**config.mk**
```make
export PLATFORM = sky130hd
export DESIGN_NAME = amo_unit
export DESIGN_NICKNAME = d
export VERILOG_FILES = /design/src/rtl/amo_pkg.sv /design/src/rtl/amo_decode.sv /design/src/rtl/amo_alu.sv /design/src/rtl/amo_unit.sv
export SDC_FILE = /design/constraint.sdc
export NUM_CORES = 1
export LEC_CHECK = 0
export BUFFER_PORTS_ARGS = -buffer_cell sky130_fd_sc_hd__buf_2
export CAP_MARGIN = 10
export CORE_AREA = 8 8 174 209
export CTS_CLUSTER_SIZE = 14
export DETAILED_ROUTE_END_ITERATION = 16
export DIE_AREA = 0 0 182 217
export PLACE_DENSITY = 0.68
export SLEW_MARGIN = 20
export SYNTH_ARGS = -nofsm -noshare
export SYNTH_HDL_FRONTEND = slang
export SYNTH_SLANG_ARGS = --single-unit
```
**constraint.sdc**
```tcl
create_clock -name clk -period 4.52 [get_ports clk]
set_input_delay 1.13 -clock clk [delete_from_list [all_inputs] [get_ports clk]]
set_output_delay 1.13 -clock clk [all_outputs]
set_load 0.02 [all_outputs]
```
**src/rtl/amo_pkg.sv**
```systemverilog
package amo_pkg;
    typedef enum logic [3:0] {
        OP_LR, OP_SC, OP_SWAP, OP_ADD, OP_XOR, OP_AND, OP_OR,
        OP_MIN, OP_MAX, OP_MINU, OP_MAXU
    } amo_op_e;

    typedef enum logic [1:0] {
        ST_IDLE, ST_READ, ST_WRITE, ST_RESP
    } amo_st_e;

    localparam logic [6:0] OPC_ATOMIC = 7'b0101111;
    localparam logic [2:0] F3_WORD    = 3'b010;
endpackage

```
**src/rtl/amo_decode.sv**
```systemverilog
module amo_decode
    import amo_pkg::*;
(
    input  logic [31:0] instr,
    output amo_op_e     op,
    output logic        bad,
    output logic [4:0]  rd
);
    logic [4:0] f5;
    logic [4:0] rs2f;

    always_comb begin
        f5   = instr[31:27];
        rs2f = instr[24:20];
        rd   = instr[11:7];
        bad  = 1'b0;
        op   = OP_ADD;
        case (f5)
            5'b00010: begin op = OP_LR; bad = (rs2f != 5'd0); end
            5'b00011: op = OP_SC;
            5'b00001: op = OP_SWAP;
            5'b00000: op = OP_ADD;
            5'b00100: op = OP_XOR;
            5'b01100: op = OP_AND;
            5'b01000: op = OP_OR;
            5'b10000: op = OP_MIN;
            5'b10100: op = OP_MAX;
            5'b11000: op = OP_MINU;
            5'b11100: op = OP_MAXU;
            default:  bad = 1'b1;
        endcase
        if (instr[6:0] != OPC_ATOMIC || instr[14:12] != F3_WORD)
            bad = 1'b1;
    end
endmodule

```
**src/rtl/amo_alu.sv**
```systemverilog
module amo_alu
    import amo_pkg::*;
#(
    parameter int W = 32
) (
    input  amo_op_e      op,
    input  logic [W-1:0] old_val,
    input  logic [W-1:0] opnd,
    output logic [W-1:0] res
);
    logic s_lt;
    logic u_lt;

    always_comb begin
        s_lt = $signed(old_val) < $signed(opnd);
        u_lt = old_val < opnd;
        case (op)
            OP_SWAP: res = opnd;
            OP_ADD:  res = old_val + opnd;
            OP_XOR:  res = old_val ^ opnd;
            OP_AND:  res = old_val & opnd;
            OP_OR:   res = old_val | opnd;
            OP_MIN:  res = s_lt ? old_val : opnd;
            OP_MAX:  res = s_lt ? opnd : old_val;
            OP_MINU: res = u_lt ? old_val : opnd;
            OP_MAXU: res = u_lt ? opnd : old_val;
            default: res = opnd;
        endcase
    end
endmodule

```
**src/rtl/amo_unit.sv**
```systemverilog
module amo_unit
    import amo_pkg::*;
#(
    parameter int W = 32
) (
    input  logic         clk,
    input  logic         rst_n,
    input  logic         in_valid,
    output logic         in_ready,
    input  logic [31:0]  in_instr,
    input  logic [W-1:0] in_rs1,
    input  logic [W-1:0] in_rs2,
    output logic         mem_req,
    input  logic         mem_gnt,
    output logic         mem_we,
    output logic [W-1:0] mem_addr,
    output logic [W-1:0] mem_wdata,
    input  logic [W-1:0] mem_rdata,
    output logic         done,
    output logic         illegal,
    output logic         rd_we,
    output logic [4:0]   rd_idx,
    output logic [W-1:0] rd_data
);
    typedef struct packed {
        amo_st_e      st;
        amo_op_e      op;
        logic [W-1:0] addr;
        logic [W-1:0] opnd;
        logic [W-1:0] wdata;
        logic [W-1:0] result;
        logic [4:0]   rd;
        logic         bad;
        logic         wr_rd;
        logic         resv_valid;
        logic [W-1:0] resv_addr;
    } state_t;

    state_t s_d, s_q;

    amo_op_e      dec_op;
    logic         dec_bad;
    logic [4:0]   dec_rd;
    logic [W-1:0] alu_res;
    logic         accept;

    amo_decode u_dec (
        .instr (in_instr),
        .op    (dec_op),
        .bad   (dec_bad),
        .rd    (dec_rd)
    );

    amo_alu #(.W(W)) u_alu (
        .op      (s_q.op),
        .old_val (mem_rdata),
        .opnd    (s_q.opnd),
        .res     (alu_res)
    );

    assign accept = in_valid && (s_q.st == ST_IDLE);

    always_comb begin
        s_d = s_q;
        case (s_q.st)
            ST_IDLE: begin
                if (in_valid) begin
                    s_d.op    = dec_op;
                    s_d.addr  = in_rs1;
                    s_d.opnd  = in_rs2;
                    s_d.rd    = dec_rd;
                    s_d.bad   = dec_bad;
                    s_d.wr_rd = !dec_bad && (dec_rd != 5'd0);
                    if (dec_bad) begin
                        s_d.st = ST_RESP;
                    end else if (dec_op == OP_SC) begin
                        s_d.resv_valid = 1'b0;
                        if (s_q.resv_valid && s_q.resv_addr == in_rs1) begin
                            s_d.wdata  = in_rs2;
                            s_d.result = '0;
                            s_d.st     = ST_WRITE;
                        end else begin
                            s_d.result = W'(1);
                            s_d.st     = ST_RESP;
                        end
                    end else begin
                        s_d.st = ST_READ;
                    end
                end
            end
            ST_READ: begin
                if (mem_gnt) begin
                    s_d.result = mem_rdata;
                    if (s_q.op == OP_LR) begin
                        s_d.resv_valid = 1'b1;
                        s_d.resv_addr  = s_q.addr;
                        s_d.st         = ST_RESP;
                    end else begin
                        s_d.wdata = alu_res;
                        s_d.st    = ST_WRITE;
                    end
                end
            end
            ST_WRITE: begin
                if (mem_gnt) s_d.st = ST_RESP;
            end
            default: s_d.st = ST_IDLE;
        endcase
    end

    always_ff @(posedge clk or negedge rst_n) begin
        if (!rst_n) begin
            s_q <= '{st: ST_IDLE, op: OP_ADD, default: '0};
        end else begin
            s_q <= s_d;
        end
    end

    assign in_ready  = (s_q.st == ST_IDLE);
    assign mem_req   = (s_q.st == ST_READ) || (s_q.st == ST_WRITE);
    assign mem_we    = (s_q.st == ST_WRITE);
    assign mem_addr  = s_q.addr;
    assign mem_wdata = s_q.wdata;
    assign done      = (s_q.st == ST_RESP);
    assign illegal   = done && s_q.bad;
    assign rd_we     = done && s_q.wr_rd;
    assign rd_idx    = s_q.rd;
    assign rd_data   = s_q.result;


    req_stable_chk: assert property (@(posedge clk) disable iff (!rst_n)
        mem_req && !mem_gnt |=> mem_req && $stable(mem_addr) && $stable(mem_we) && $stable(mem_wdata));

    done_pulse_chk: assert property (@(posedge clk) disable iff (!rst_n)
        done |=> !done);

    busy_ready_chk: assert property (@(posedge clk) disable iff (!rst_n)
        mem_req |-> !in_ready);

    rd_zero_chk: assert property (@(posedge clk) disable iff (!rst_n)
        rd_we |-> rd_idx != 5'd0);

    illegal_nowr_chk: assert property (@(posedge clk) disable iff (!rst_n)
        illegal |-> !rd_we);

    illegal_nomem_chk: assert property (@(posedge clk) disable iff (!rst_n)
        accept && dec_bad |=> !mem_req);

    sc_clear_chk: assert property (@(posedge clk) disable iff (!rst_n)
        accept && !dec_bad && dec_op == OP_SC |=> !s_q.resv_valid);

    sc_fail_nomem_chk: assert property (@(posedge clk) disable iff (!rst_n)
        accept && !dec_bad && dec_op == OP_SC && !(s_q.resv_valid && s_q.resv_addr == in_rs1)
        |=> !mem_req && done && rd_data == W'(1));
endmodule

```
Word-level counts from Yosys, hierarchy flattened
Cells that the tools add are included.
{"block": "word_totals", "ff_bits": 174, "latch_bits": 0, "ram_bits": 0, "mem_bits_ro": 0, "input_bits": 132, "output_inout_bits": 107, "wordCells": 98, "mem_count": 0}
{"block": "classes", "add_sub_neg": 1, "n_mul": 0, "div": 0, "order_cmp": 2, "n_eq_ne": 33, "shift": 0, "mux": 28, "bitwise_logic": 3, "n_reduce_logical": 20}
{"operator": "$pmux 32 s8", "count": 1}
{"operator": "$mux 32", "count": 6}
{"operator": "$mux 64", "count": 3}
{"operator": "$mux 142", "count": 1}
{"operator": "$pmux 64 s2", "count": 1}
{"operator": "$mux 33", "count": 2}
{"operator": "$lt 32x32->1", "count": 2}
{"operator": "$pmux 4 s10", "count": 1}
{"operator": "$add 32x32->32", "count": 1}
{"operator": "$and 32x32->32", "count": 1}
{"operator": "$eq 32x32->1", "count": 1}
{"operator": "$or 32x32->32", "count": 1}
{"operator": "$xor 32x32->32", "count": 1}
{"operator": "$eq 5x5->1 const B", "count": 4}
{"operator": "$eq 4x3->1 const B", "count": 4}
{"operator": "$eq 4x4->1 const B", "count": 3}
{"operator": "$ne 2x2->1 const B", "count": 6}
{"operator": "$eq 5x2->1 const B", "count": 2}
{"operator": "$eq 5x4->1 const B", "count": 2}
{"operator": "$reduce_bool 5->1", "count": 2}
{"operator": "$reduce_or 10->1", "count": 1}
{"operator": "$mux 2", "count": 4}
{"operator": "$ne 7x6->1 const B", "count": 1}
{"operator": "$reduce_and 7->1", "count": 1}
{"operator": "other kinds (22)", "count": 35}

Depth between registers and ports, before layout
Gate-level depths: netlist of the first run.
{"block": "logic_depth", "depth_word": 8, "mapped_depth": 15, "ltp_nobuf": 12}

Modules after synthesis
Synthesis of the first run repeated with hierarchy kept, for this count alone.
{"block": "hier_totals", "hier_cells": 1666, "hier_area_um2": 14565.2}
{"mod": "amo_unit", "instances": 1, "cells_per_inst": 905, "area_each_um2": 9571.7, "seq_area_each_um2": 4356.7}
{"mod": "amo_alu", "instances": 1, "cells_per_inst": 734, "area_each_um2": 4799.6, "seq_area_each_um2": 0.0}
{"mod": "amo_decode", "instances": 1, "cells_per_inst": 27, "area_each_um2": 193.9, "seq_area_each_um2": 0.0}

Worst setup path before layout of the first run
OpenSTA, ideal clock, no wires.
{"block": "synth_path", "kind": "input port to flip-flop", "from": "in mem_rdata[14]", "to": "reg s_q (netlist bit mem_wdata[7])", "setup_time_ns": 0.132, "t_arrival_ns": 3.772, "required_ns": 4.388, "setup_slack_ns": 0.616, "stages": 15, "path_buffers": 3, "path_cell_list": "inv_1 ha_1 buf_6 nor4_4 nand4_1 a21oi_1 a31oi_1 a211oi_4 nor2_1 a311o_1 or2_1 buf_2 buf_6 a221oi_2 o22ai_1"}
{"block": "synth_via", "elab_chain_cells": 6, "word_cells_on_any_way": 10, "classes_between": "order compare: 2; mux: 8"}
{"element": "start: declaration", "line_no": "amo_unit.sv:18", "text": "input logic [W-1:0] mem_rdata,"}
{"element": "$lt 32x32->1, on equally long branches", "line_no": "amo_alu.sv:16, amo_alu.sv:15"}
{"element": "$mux 32, on equally long branches"}
{"element": "$pmux 32 s8 *", "line_no": "amo_alu.sv:17", "text": "case (op)"}
{"element": "$mux 32 *", "line_no": "amo_unit.sv:94", "text": "if (s_q.op == OP_LR) begin"}
{"element": "$mux 64 *", "line_no": "amo_unit.sv:92", "text": "if (mem_gnt) begin"}
{"element": "$pmux 64 s2 *", "line_no": "amo_unit.sv:65", "text": "case (s_q.st)"}
{"element": "end signal: assignment", "line_no": "amo_unit.sv:113", "text": "s_q <= '{st: ST_IDLE, op: OP_ADD, default: '0};"}
{"element": "end signal: assignment", "line_no": "amo_unit.sv:115", "text": "s_q <= s_d;"}
{"element": "end: declaration", "line_no": "amo_unit.sv:39", "text": "state_t s_d, s_q;"}
Mark *: on every way between the ends. The rest lies on a longest branch, timed or not. The select of a mux whose other input is x is not followed.
A chain may end at the register's enable or synchronous reset.

Worst setup path after layout of the first run
{"block": "layout_path", "from": "in mem_rdata[0]", "to": "reg s_q (netlist bit mem_wdata[22])"}
The elaborated chain is that of the path after synthesis.

==> impl_metrics.env, run 1 <==
export IMPL_synth_async_reset_ratio_pct=100
export IMPL_mappedNetlistNets=1702
export IMPL_number_of_nets_with_antenna_violations_after_routing=0
export IMPL_antenna_found_initial=2
export IMPL_maxCapViolCount=0
export IMPL_finalWorstPathRequiredPeriod_ps=3940
export IMPL_row_count=73
export IMPL_critical_path_max_stage_delay_ps=450
export IMPL_first_global_vias=12000
export IMPL_synth_top_cell_area_share_pct=32.4
export IMPL_post_route_cells_drive_above_1_share_pct=30.5
export IMPL_detail_route_wirelength_um=43800
export IMPL_path_buf_inv=1
export IMPL_cts_root_buffer_cell="sky130_fd_sc_hd__clkbuf_16"
export IMPL_worst_slew_pin_slew_ps=1170
export IMPL_overall_track_demand_over_capacity_in_global_routing_pct=21.9
export IMPL_route_detailed_drc=0
export IMPL_chipHeight_um=217
export IMPL_setup_violations_final=0
export IMPL_sequential_fraction_of_the_synthesis_area_pct=32.7
export IMPL_design_final_nets=1859
export IMPL_critical_path_required_ps=4870
export IMPL_critical_path_s_slowest_cell="sky130_fd_sc_hd__fa_1"
export IMPL_synthTopCellsByCount="sky130_fd_sc_hd__dfrtp_1, sky130_fd_sc_hd__buf_4, sky130_fd_sc_hd__mux2_2, sky130_fd_sc_hd__o21ai_0, sky130_fd_sc_hd__ha_1"
export IMPL_fraction_of_the_core_area_covered_by_cells_at_the_end_of_the_flow_pct=46.5
export IMPL_synthDominantAreaCellType="sky130_fd_sc_hd__dfrtp_1"
export IMPL_min_delay_start="s_q[34]"
export IMPL_power_leakage_nw=7.30
export IMPL_detailedRoute_firstPassIterationCount=5
export IMPL_synthTopCellsByArea="sky130_fd_sc_hd__dfrtp_1, sky130_fd_sc_hd__ha_1, sky130_fd_sc_hd__mux2_2"
export IMPL_synthCells=1469
export IMPL_clock_latency_ps=470
export IMPL_fin_crit_share_pct=87.1
export IMPL_max_vdd_ir_drop_mv=0.374
export IMPL_ctsHtreeMaxLevel=4
export IMPL_endpoint_kind="register"
export IMPL_power_density_over_the_cells_nw_per_um2=765
export IMPL_core_area_um2=32900
export IMPL_syn_area_per_cell_um2=9.06
export IMPL_crit_reg2reg_capture="mem_wdata[22]"
export IMPL_grt_first_pass_wirelength_um=68100
export IMPL_critical_path_startpoint_type="input pin"
export IMPL_cts_num_sinks=174
export IMPL_number_of_gates_given_a_new_drive_strength_after_cts=0
export IMPL_cts_path_max_buffers=2
export IMPL_r2r_start="s_q[104]"
export IMPL_synth_flop_cell="sky130_fd_sc_hd__dfrtp_1"
export IMPL_critical_path_top_delay_family="compound AO/OA/AOI/OAI gates"
export IMPL_timing_worst_setup_path_type="in -> reg"
export IMPL_status="finished, final reports clean"
export IMPL_maxClockFrequency_mhz=254
export IMPL_setup_reg_to_reg_worst_slack_ps=890
export IMPL_initial_utilization_pct=40.5
export IMPL_postCtsSetupRepairBufs=0
export IMPL_flow_area_growth_from_synthesis_pct=14.9
export IMPL_first_iter_violations=798
export IMPL_yosys_warnings=0
export IMPL_fraction_of_power_consumed_by_the_clock_network_pct=13.4
export IMPL_vias_per_cell=5.72
export IMPL_cts_made_buffers=17
export IMPL_cts_hold_buffers=0
export IMPL_cell_count_of_the_worst_hold_path=2
export IMPL_gp_congestion=1.02
export IMPL_net_switching_power_mw=5.72
export IMPL_die_width_um=182
export IMPL_worstPathCellList="buf_2 -> ha_1 -> fa_1 -> a211oi_1 -> nor4b_1 -> o21a_1 -> o31ai_1 -> a211o_1 -> nand2_1 -> xor2_1 -> a21oi_1 -> nand3_1 -> a311o_1"
export IMPL_cp_data_arrival_time_ps=4290
export IMPL_synth_lib_cells_used_distinct=78
export IMPL_clk_transition_reported_paths_ps=80
export IMPL_worst_path_max_fanout=4
export IMPL_hold_violations=0
export IMPL_postSynthRegisterBits=174
export IMPL_cts_tree="yes"
export IMPL_share_comb_of_total_power_pct=60.7
export IMPL_routed_wire_length_per_instance_um=21.3
export IMPL_total_i_o_pin_count=239
export IMPL_syn_area_um2=13300
export IMPL_slew_headroom_pct=21.5
export IMPL_r2r_worst_path_cells=12
export IMPL_fp_dieArea_um2=39500
export IMPL_seq_power_share_pct=25.8
export IMPL_most_repeated_cell_in_the_gate_level_netlist_after_synthesis="sky130_fd_sc_hd__dfrtp_1"
export IMPL_setup_total_negative_slack_ps=0
export IMPL_power_report_internal_total_mw=5.98
export IMPL_vias=11700
export IMPL_slew_violations=0
export IMPL_port_buffers=231
export IMPL_finalClockSkew_ps=18.0
export IMPL_swShare_pct=48.9
export IMPL_grt_max_degree=74
export IMPL_rsz_0062_raised_after_global_routing="false"
export IMPL_dp_hpwl_um=33100
export IMPL_timing_hold_worst_endpoint="s_q[34]"
export IMPL_holdCritPathClass="reg -> reg"
export IMPL_edff_count_synth=0
export IMPL_gr_overflow_total=0
-- worst register-to-register path: stages, from the launching register on --
cell	delay [ps]
sky130_fd_sc_hd__dfrtp_1	450
sky130_fd_sc_hd__ha_1	280
sky130_fd_sc_hd__fa_1	450
sky130_fd_sc_hd__a211oi_1	270
sky130_fd_sc_hd__nor4b_1	120
sky130_fd_sc_hd__o21a_1	230
sky130_fd_sc_hd__o31ai_1	420
sky130_fd_sc_hd__a211o_1	240
sky130_fd_sc_hd__nand2_1	130
sky130_fd_sc_hd__xor2_1	170
sky130_fd_sc_hd__a21oi_1	290
sky130_fd_sc_hd__nand3_1	120
sky130_fd_sc_hd__a311o_1	360
-- placed cells by master, fill, tap and decap left out, types with 7 or more instances in the layout --
cell type and n:
sky130_fd_sc_hd__a211oi_1 7, sky130_fd_sc_hd__a21o_1 23, sky130_fd_sc_hd__a21oi_1 84, sky130_fd_sc_hd__a221oi_1 13, sky130_fd_sc_hd__a221oi_2 7, sky130_fd_sc_hd__a22o_1 33
sky130_fd_sc_hd__a22oi_1 9, sky130_fd_sc_hd__a311o_1 12, sky130_fd_sc_hd__a31oi_1 14, sky130_fd_sc_hd__and2_1 8, sky130_fd_sc_hd__and3_1 7, sky130_fd_sc_hd__buf_2 230
sky130_fd_sc_hd__buf_4 100, sky130_fd_sc_hd__clkbuf_16 17, sky130_fd_sc_hd__clkinv_8 8, sky130_fd_sc_hd__dfrtp_1 172, sky130_fd_sc_hd__ha_1 100, sky130_fd_sc_hd__inv_1 89
sky130_fd_sc_hd__mux2_2 101, sky130_fd_sc_hd__mux2i_1 26, sky130_fd_sc_hd__nand2_1 98, sky130_fd_sc_hd__nand2b_1 9, sky130_fd_sc_hd__nand3_1 45, sky130_fd_sc_hd__nand4_1 17
sky130_fd_sc_hd__nor2_1 72, sky130_fd_sc_hd__nor2b_1 7, sky130_fd_sc_hd__nor3_1 18, sky130_fd_sc_hd__nor4_1 13, sky130_fd_sc_hd__o211ai_1 8, sky130_fd_sc_hd__o21ai_0 101
sky130_fd_sc_hd__o21ai_1 10, sky130_fd_sc_hd__o22a_1 7, sky130_fd_sc_hd__o22ai_1 16, sky130_fd_sc_hd__o31ai_1 9, sky130_fd_sc_hd__xnor2_1 36, sky130_fd_sc_hd__xor2_1 11
-- power by group through the flow --
| stage | sequential, mW | clock (mW) | combinational (mW) |
|---|---|---|---|
| after floorplan | 2.77 | 0 | 5.44 |
| after global placement | 2.99 | 0 | 6.98 |
| after detailed placement | 3.04 | 0 | 7.06 |
| after CTS | 3.01 | 1.62 | 7.11 |
| after global routing | 3.13 | 1.67 | 7.73 |
| final | 3.02 | 1.57 | 7.10 |
-- final cells by class --
| class | count | area [µm²] |
|---|---|---|
| Tap cell | 412 | 515 |
| Timing Repair Buffer | 333 | 1960 |
| Clock inverter | 15 | 211 |
| Sequential cell | 174 | 4360 |
| Multi-Input combinational cell | 1007 | 7470 |
| Clock buffer | 17 | 425 |
| Antenna cell | 2 | 5.00 |
| Inverter | 93 | 349 |
| Fill cell | 3163 | 17600 |
-- sequential cells by signal (all words and copies together) (netlist names) --
register   flops
s_q           73
mem_addr      32
mem_wdata     32
rd_data       32
rd_idx         5
-- worst max path at each step --
stage	cells past startpoint	end	startpoint	slack, ps
after floorplan	15	mem_wdata[7]	mem_rdata[14]	620
after CTS	12	mem_wdata[27]	in_rs1[21]	610
after detailed placement	12	mem_wdata[27]	in_rs1[8]	120
final	13	mem_wdata[22]	mem_rdata[0]	580
after global placement	12	mem_wdata[27]	in_rs1[21]	150
after global routing	14	mem_wdata[25]	mem_rdata[25]	380
-- cell families after synthesis --
logic type | synth area share (%)
buffers and inverters | 11.4
DFF | 32.7
and+or+nand+nor | 11.9
muxes | 10.5
adders and majority gates | 9.56
xor gates and xnor gates | 3.16
AOI/OAI and AO/OA | 20.8
-- per-layer routing --
| layer | track usage (%) | routed length [µm] | vias to the layer above |
|---|---|---|---|
| met5 | 0 | 22 | - |
| met4 | 10.3 | 1660 | 4 |
| met3 | 5.30 | 2660 | 90 |
| met2 | 38.2 | 21900 | 398 |
| met1 | 25.0 | 17600 | 5770 |
| li1 | - | - | 5478 |
-- through the flow --
stage          instance area (µm²)  hold WS [ps]  cells  setup WS, ps  total power, mW
2_1_floorplan                13300           442   1469           616             8.21
3_3_place_gp                 14600           457   2019           154             9.96
3_5_place_dp                 14600           472   2019           117             10.1
4_1_cts                      15300           490   2051           614             11.7
5_1_grt                      15300           514   2051           382             12.5
6_report                     15300           482   2053           585             11.7
(Power assumes the default switching activity.)
==> inputs of run 2 (changes only) <==
- CORE_AREA: 8 8 174 209 -> 8 8 182 218
- DIE_AREA: 0 0 182 217 -> 0 0 190 226
- PLACE_DENSITY: 0.68 -> 0.67
- SYNTH_HIERARCHICAL: unset -> 1
==> run 2 against run 1 <==
  * Combinational power is 22% higher
  * Clock-buffer cell count up 4
  * Global-route usage rose by 0.37 points
  * Maximum frequency down 9.9%
  * Cell area is 12% higher
  * Utilization is 0.49 points higher
  * Non-clock buffer count is 79 higher
  * Clock power about the same
  * Synthesized cell count up 13%
  * Area after synthesis up 9.5%
  * Routed wire length is 11% higher
==> impl_metrics.env, run 2 <==
export IMPL_post_route_cells_drive_above_1_share_pct=31.4
export IMPL_die_width_um=190
export IMPL_largest_register="s_q"
export IMPL_holdCritPathClass="reg -> reg"
export IMPL_fin_crit_share_pct=96.6
export IMPL_row_count=77
export IMPL_grt_first_pass_wirelength_um=75600
export IMPL_critical_path_required_ps=4860
export IMPL_yosys_warnings=6
export IMPL_timing_worst_setup_path_type="in -> reg"
export IMPL_rsz_0062_raised_after_global_routing="false"
export IMPL_first_global_vias=13700
export IMPL_antenna_found_initial=3
export IMPL_total_i_o_pin_count=239
export IMPL_cts_num_sinks=174
export IMPL_share_comb_of_total_power_pct=67.5
export IMPL_most_repeated_cell_in_the_gate_level_netlist_after_synthesis="sky130_fd_sc_hd__dfrtp_1"
export IMPL_port_buffers=231
export IMPL_min_delay_start="s_q[33]"
export IMPL_pre_cts_slack_ps=-403
export IMPL_setup_violations_final=0
export IMPL_net_switching_power_mw=6.24
export IMPL_synthTopCellsByCount="sky130_fd_sc_hd__dfrtp_1, sky130_fd_sc_hd__nand2_1, sky130_fd_sc_hd__o21ai_0"
export IMPL_fp_dieArea_um2=42900
export IMPL_most_common_cell_after_layout_fill_and_taps_aside="sky130_fd_sc_hd__buf_2"
export IMPL_max_vdd_ir_drop_mv=0.355
export IMPL_crit_path_start="mem_rdata[8]"
export IMPL_mostFrequentLayoutCells="sky130_fd_sc_hd__buf_2, sky130_fd_sc_hd__buf_4, sky130_fd_sc_hd__dfrtp_1, sky130_fd_sc_hd__nand2_1, sky130_fd_sc_hd__o21ai_0"
export IMPL_overall_track_demand_over_capacity_in_global_routing_pct=22.3
export IMPL_seq_power_share_pct=20.2
export IMPL_number_of_gates_given_a_new_drive_strength_after_cts=0
export IMPL_critical_path_startpoint_type="input pin"
export IMPL_vias_per_cell=5.81
export IMPL_edff_count_synth=0
export IMPL_worst_path_max_fanout=11
export IMPL_synthDominantAreaCellType="sky130_fd_sc_hd__dfrtp_1"
export IMPL_first_iter_violations=943
export IMPL_cts_made_buffers=17
export IMPL_core_area_um2=36300
export IMPL_sequential_fraction_of_the_synthesis_area_pct=29.9
export IMPL_hold_violations=0
export IMPL_finalHoldWorstSlack_ps=480
export IMPL_synthTopCellsByArea="sky130_fd_sc_hd__dfrtp_1, sky130_fd_sc_hd__ha_1, sky130_fd_sc_hd__mux2_2"
export IMPL_endpoint_kind="register"
export IMPL_mappedNetlistNets=1899
export IMPL_slew_headroom_pct=29.9
export IMPL_cts_hold_buffers=0
export IMPL_flow_area_growth_from_synthesis_pct=17.2
export IMPL_status="finished, final reports clean"
export IMPL_initial_utilization_pct=40.1
export IMPL_finalWorstPathRequiredPeriod_ps=4370
export IMPL_finalClockSkew_ps=17.7
export IMPL_dp_hpwl_um=35900
export IMPL_seqCellArea_um2=4360
export IMPL_slew_violations=0
export IMPL_gr_overflow_total=0
export IMPL_postSynthRegisterBits=174
export IMPL_syn_area_um2=14600
export IMPL_synth_lib_cells_used_distinct=79
export IMPL_detail_route_wirelength_um=48700
export IMPL_post_dp_cell_area_um2=16400
export IMPL_chipHeight_um=226
export IMPL_multi_input_area_um2=8640
export IMPL_ctsHtreeMaxLevel=4
export IMPL_detailedRoute_firstPassIterationCount=8
export IMPL_final_setup_worst_slack_ps=153
export IMPL_worst_slew_pin_slew_ps=1050
export IMPL_design_final_nets=2099
export IMPL_final_area_um2=17100
export IMPL_clk_transition_reported_paths_ps=70
export IMPL_clock_latency_ps=460
export IMPL_routed_wire_length_per_instance_um=20.7
export IMPL_gp_congestion=0.940
export IMPL_synthCells=1666
export IMPL_number_of_nets_with_antenna_violations_after_routing=0
export IMPL_r2r_worst_path_cells=16
export IMPL_grt_max_degree=99
export IMPL_fill_cells=3539
export IMPL_vias=13700
export IMPL_power_leakage_nw=7.71
export IMPL_syn_area_per_cell_um2=8.74
export IMPL_cell_count_of_the_worst_hold_path=2
export IMPL_synth_async_reset_ratio_pct=100
export IMPL_r2r_start="s_q[109]"
export IMPL_postCtsSetupRepairBufs=0
export IMPL_synth_top_cell_area_share_pct=29.6
export IMPL_power_report_internal_total_mw=6.55
export IMPL_maxCapViolCount=0
export IMPL_synth_flop_cell="sky130_fd_sc_hd__dfrtp_1"
export IMPL_route_detailed_drc=0
export IMPL_cts_tree="yes"
export IMPL_swShare_pct=48.8
export IMPL_largest_register_ff_count=73
export IMPL_cp_data_arrival_time_ps=4710
export IMPL_power_density_over_the_cells_nw_per_um2=750
export IMPL_cts_root_buffer_cell="sky130_fd_sc_hd__clkbuf_16"
export IMPL_maxClockFrequency_mhz=229
export IMPL_cts_path_max_buffers=2
export IMPL_fraction_of_power_consumed_by_the_clock_network_pct=12.3
run 2: power groups by stage:
| stage | clock network (mW) | logic (mW) | registers [mW] |
|---|---|---|---|
| finish | 1.57 | 8.64 | 2.58 |
| global route | 1.66 | 9.35 | 2.67 |
| CTS | 1.62 | 8.49 | 2.58 |
| detailed placement | 0 | 8.46 | 2.60 |
| global placement | 0 | 8.33 | 2.56 |
| floorplan | 0 | 6.16 | 2.47 |
run 2: area by class of cell:
cell class	instances	share of cell area (%)
timing repair buffer	412	14.9
clock buffer	21	2.76
sequential	174	25.5
antenna	1	0.0147
multi-input combinational	1174	50.6
inverter	87	1.91
clock inverter	11	0.748
tap	474	3.47
run 2: worst max-delay path, cell delays in order:
cell,delay [ps]
sky130_fd_sc_hd__buf_2,150
sky130_fd_sc_hd__inv_1,60
sky130_fd_sc_hd__ha_1,350
sky130_fd_sc_hd__or3_1,390
sky130_fd_sc_hd__a21oi_1,400
sky130_fd_sc_hd__o311a_1,290
sky130_fd_sc_hd__nor4_1,90
sky130_fd_sc_hd__o21ai_2,180
sky130_fd_sc_hd__nand3_2,170
sky130_fd_sc_hd__buf_4,240
sky130_fd_sc_hd__a222oi_1,330
sky130_fd_sc_hd__o21ai_1,110
sky130_fd_sc_hd__a22oi_1,270
sky130_fd_sc_hd__buf_4,190
sky130_fd_sc_hd__nor4_1,50
sky130_fd_sc_hd__a221oi_2,190
sky130_fd_sc_hd__nand3_1,100
run 2: worst paths after layout:
| path | end | slack, ps |
|---|---|---|
| worst max-delay path | mem_wdata[18] | 150 |
| worst min-delay path | s_q[33] | 480 |
| worst max register to register | mem_wdata[18] | 430 |
| worst min register to register | s_q[33] | 480 |
| max in group asynchronous | s_q[27] | 2780 |
| min in group asynchronous | rd_data[7] | 720 |
run 2: metrics by stage:
| stage | setup TNS [ps] | cells | util (%) | total power, mW |
|---|---|---|---|---|
| 2_1_floorplan | 0 | 1666 | - | 8.63 |
| 3_3_place_gp | -7910 | 2321 | 45.1 | 10.9 |
| 3_5_place_dp | -8890 | 2321 | 45.1 | 11.1 |
| 4_1_cts | 0 | 2353 | 46.8 | 12.7 |
| 5_1_grt | 0 | 2354 | 47.0 | 13.7 |
| 6_report | 0 | 2354 | 47.0 | 12.8 |
run 2: logic make-up (layout without fill, tap and decap cells):
logic type,after synthesis,after routing,synth area share [%]
AND/OR/NAND/NOR,463,463,16.4
AO/OA/AOI/OAI,445,445,21.5
buffers and inverters,318,531,11.6
flip-flops,174,174,29.9
multiplexers,113,113,8.68
adder cells (fa/ha/maj),101,101,8.73
XOR/XNOR,52,52,3.13
other,0,1,0
run 2: routing by layer:
metal,track usage (%),part of all wire [%],vias to the layer above
li1,-,-,6373
met1,26.4,39,6618
met2,37.3,48,551
met3,5.36,8.0,124
met4,11.1,4.6,4
met5,0,0.051,-
==> inputs of run 3 (changes only) <==
- ABC_AREA: unset -> 1
- CORE_AREA: 8 8 182 218 -> 8 8 183 220
- DIE_AREA: 0 0 190 226 -> 0 0 191 228
- PLACE_DENSITY: 0.67 -> 0.68
==> run 3 against run 2 <==
  * Sequential power up 7.8%
  * Via count up 8.7%
  * Die area up 1.4%
  * Area after synthesis up 2.1%
  * Highest routed layer unchanged
==> impl_metrics.env, run 3 <==
export IMPL_postSynthRegisterBits=174
export IMPL_worst_slew_pin_slew_ps=1080
export IMPL_seqCellArea_um2=4360
export IMPL_total_power_mw=11.3
export IMPL_critical_path_startpoint_type="input pin"
export IMPL_total_i_o_pin_count=239
export IMPL_detailedRoute_firstPassIterationCount=5
export IMPL_flow_area_growth_from_synthesis_pct=9.91
export IMPL_routed_wire_length_per_instance_um=17.7
export IMPL_maxCapViolCount=0
export IMPL_fraction_of_the_core_area_covered_by_cells_at_the_end_of_the_flow_pct=44.7
export IMPL_ctsHtreeMaxLevel=4
export IMPL_cts_made_buffers=17
export IMPL_grt_first_pass_wirelength_um=79000
export IMPL_max_vdd_ir_drop_mv=0.496
export IMPL_vias=14900
export IMPL_die_width_um=191
export IMPL_endpoint_kind="register"
export IMPL_syn_area_per_cell_um2=6.65
export IMPL_hold_violations=0
export IMPL_design_final_nets=2561
export IMPL_port_buffers=231
export IMPL_synthCells=2236
export IMPL_synth_flop_cell="sky130_fd_sc_hd__dfrtp_1"
export IMPL_cts_path_max_buffers=2
export IMPL_synth_async_reset_ratio_pct=100
export IMPL_cts_hold_buffers=0
export IMPL_cp_data_arrival_time_ps=4240
export IMPL_cts_tree="yes"
export IMPL_gp_congestion=0.950
export IMPL_core_area_um2=36500
export IMPL_r2r_worst_path_cells=18
export IMPL_postCtsSetupRepairBufs=0
export IMPL_synthDominantAreaCellType="sky130_fd_sc_hd__dfrtp_1"
export IMPL_first_iter_violations=1339
export IMPL_slew_violations=0
export IMPL_dp_hpwl_um=38400
export IMPL_syn_area_um2=14900
export IMPL_power_density_over_the_cells_nw_per_um2=694
export IMPL_holdCritPathClass="reg -> reg"
export IMPL_fp_dieArea_um2=43500
export IMPL_largest_register="s_q"
export IMPL_number_of_nets_with_antenna_violations_after_routing=0
export IMPL_number_of_gates_given_a_new_drive_strength_after_cts=0
export IMPL_post_route_cells_drive_above_1_share_pct=17.4
export IMPL_first_global_vias=14500
export IMPL_initial_utilization_pct=40.7
export IMPL_setup_reg_to_reg_worst_slack_ps=930
export IMPL_synthTopCellsByCount="sky130_fd_sc_hd__nand2_1, sky130_fd_sc_hd__nor2_1, sky130_fd_sc_hd__inv_1"
export IMPL_sequential_fraction_of_the_synthesis_area_pct=29.3
export IMPL_cts_num_sinks=174
export IMPL_edff_count_synth=0
export IMPL_finalHoldWorstSlack_ps=481
export IMPL_grt_max_degree=103
export IMPL_clk_transition_reported_paths_ps=70
export IMPL_cell_count_of_the_worst_hold_path=2
export IMPL_finalWorstPathRequiredPeriod_ps=3930
export IMPL_r2r_start="s_q[129]"
export IMPL_synth_top_cell_area_share_pct=29.0
export IMPL_multi_input_area_um2=8460
export IMPL_slew_headroom_pct=28.1
export IMPL_power_leakage_nw=8.73
export IMPL_vias_per_cell=5.27
export IMPL_status="finished, final reports clean"
export IMPL_synth_lib_cells_used_distinct=48
export IMPL_row_count=77
export IMPL_largest_register_ff_count=73
export IMPL_antenna_found_initial=11
export IMPL_min_delay_start="mem_wdata[2]"
export IMPL_yosys_warnings=6
export IMPL_fin_crit_share_pct=87.0
export IMPL_crit_path_start="mem_rdata[31]"
export IMPL_most_repeated_cell_in_the_gate_level_netlist_after_synthesis="sky130_fd_sc_hd__nand2_1"
export IMPL_maxClockFrequency_mhz=254
export IMPL_fill_cells=3713
export IMPL_detail_route_wirelength_um=50000
export IMPL_setup_violations_final=0
export IMPL_gr_overflow_total=0
export IMPL_mostFrequentLayoutCells="sky130_fd_sc_hd__nand2_1, sky130_fd_sc_hd__buf_2, sky130_fd_sc_hd__nor2_1, sky130_fd_sc_hd__inv_1, sky130_fd_sc_hd__nand3_1"
export IMPL_route_detailed_drc=0
export IMPL_finalClockSkew_ps=19.2
export IMPL_mappedNetlistNets=2469
export IMPL_chipHeight_um=228
export IMPL_critical_path_required_ps=4820
export IMPL_worst_path_max_fanout=17
export IMPL_setup_total_negative_slack_ps=0
export IMPL_most_common_cell_after_layout_fill_and_taps_aside="sky130_fd_sc_hd__nand2_1"
export IMPL_timing_worst_setup_path_type="in -> reg"
export IMPL_overall_track_demand_over_capacity_in_global_routing_pct=22.6
export IMPL_cts_root_buffer_cell="sky130_fd_sc_hd__clkbuf_16"
export IMPL_synthTopCellsByArea="sky130_fd_sc_hd__dfrtp_1, sky130_fd_sc_hd__nand2_1, sky130_fd_sc_hd__ha_1"
export IMPL_clock_latency_ps=460
export IMPL_rsz_0062_raised_after_global_routing="false"
run 3: cell count changes in the layout (fill, tap and decap cells not counted), moves of 40 or more:
cell | before | now
sky130_fd_sc_hd__mux2_2 | 77 | 0
sky130_fd_sc_hd__nand2_1 | 140 | 669
sky130_fd_sc_hd__nor2_1 | 56 | 224
sky130_fd_sc_hd__buf_4 | 179 | 36
sky130_fd_sc_hd__nand3_1 | 46 | 174
sky130_fd_sc_hd__a21oi_1 | 69 | 109
sky130_fd_sc_hd__nor4_1 | 75 | 2
sky130_fd_sc_hd__inv_1 | 86 | 205
run 3: per-layer routing:
metal	vias up	track usage, %	share of wire [%]
li1	7259	-	-
met1	6954	28.5	42
met2	552	36.6	47
met3	82	6.46	8.2
met4	10	7.31	2.3
met5	-	0	0.13
run 3: logic make-up after synthesis:
group	Yosys count	synth area share, %
and+or+nand+nor	1158	32.4
buffers and inverters	418	13.9
AOI/OAI and AO/OA	369	14.7
DFF	174	29.3
adders and majority gates	101	8.55
xor gates and xnor gates	9	0.530
muxes	7	0.530
run 3: path summary, 6_finish.rpt:
kind | to
worst max-delay path | mem_wdata[11]
worst min-delay path | mem_wdata[2]
worst max register to register | mem_wdata[9]
worst min register to register | mem_wdata[2]
max in group asynchronous | mem_addr[14]
min in group asynchronous | rd_idx[4]
run 3: metrics by stage:
step | std cells | area (µm²) | setup WS (ps)
final | 2821 | 16300 | 585
after global placement | 2783 | 15700 | 249
after global routing | 2818 | 16300 | 287
after floorplan | 2236 | 14900 | 1090
after detailed placement | 2783 | 15700 | 205
after CTS | 2815 | 16300 | 689
run 3: area by class of cell:
type,instances,area share [%]
Antenna cell,6,0.0919
Clock buffer,17,2.60
Clock inverter,15,1.09
Inverter,222,5.10
Multi-Input combinational cell,1644,51.8
Sequential cell,174,26.7
Tap cell,474,3.63
Timing Repair Buffer,269,9.01
run 3: worst max-delay path, cell delays in order:
cell and delay (ps):
sky130_fd_sc_hd__buf_2 140, sky130_fd_sc_hd__inv_1 80, sky130_fd_sc_hd__ha_1 390, sky130_fd_sc_hd__nor2_1 200
sky130_fd_sc_hd__nand3_1 120, sky130_fd_sc_hd__nor2_1 230, sky130_fd_sc_hd__and3_1 210, sky130_fd_sc_hd__nand2_2 110
sky130_fd_sc_hd__nand2_4 190, sky130_fd_sc_hd__nand2_1 150, sky130_fd_sc_hd__nand3_1 130, sky130_fd_sc_hd__nand2_1 350
sky130_fd_sc_hd__nand2_1 160, sky130_fd_sc_hd__nand2_1 70, sky130_fd_sc_hd__nor2_1 100, sky130_fd_sc_hd__nor2_1 80
sky130_fd_sc_hd__a22oi_1 300, sky130_fd_sc_hd__o21ai_2 100
run 3: where the power goes:
group	internal, mW	switching [mW]	leakage [nW]
sequential	2.21	0.567	2.19
combinational	2.24	4.81	6.25
clock	0.749	0.769	0.290
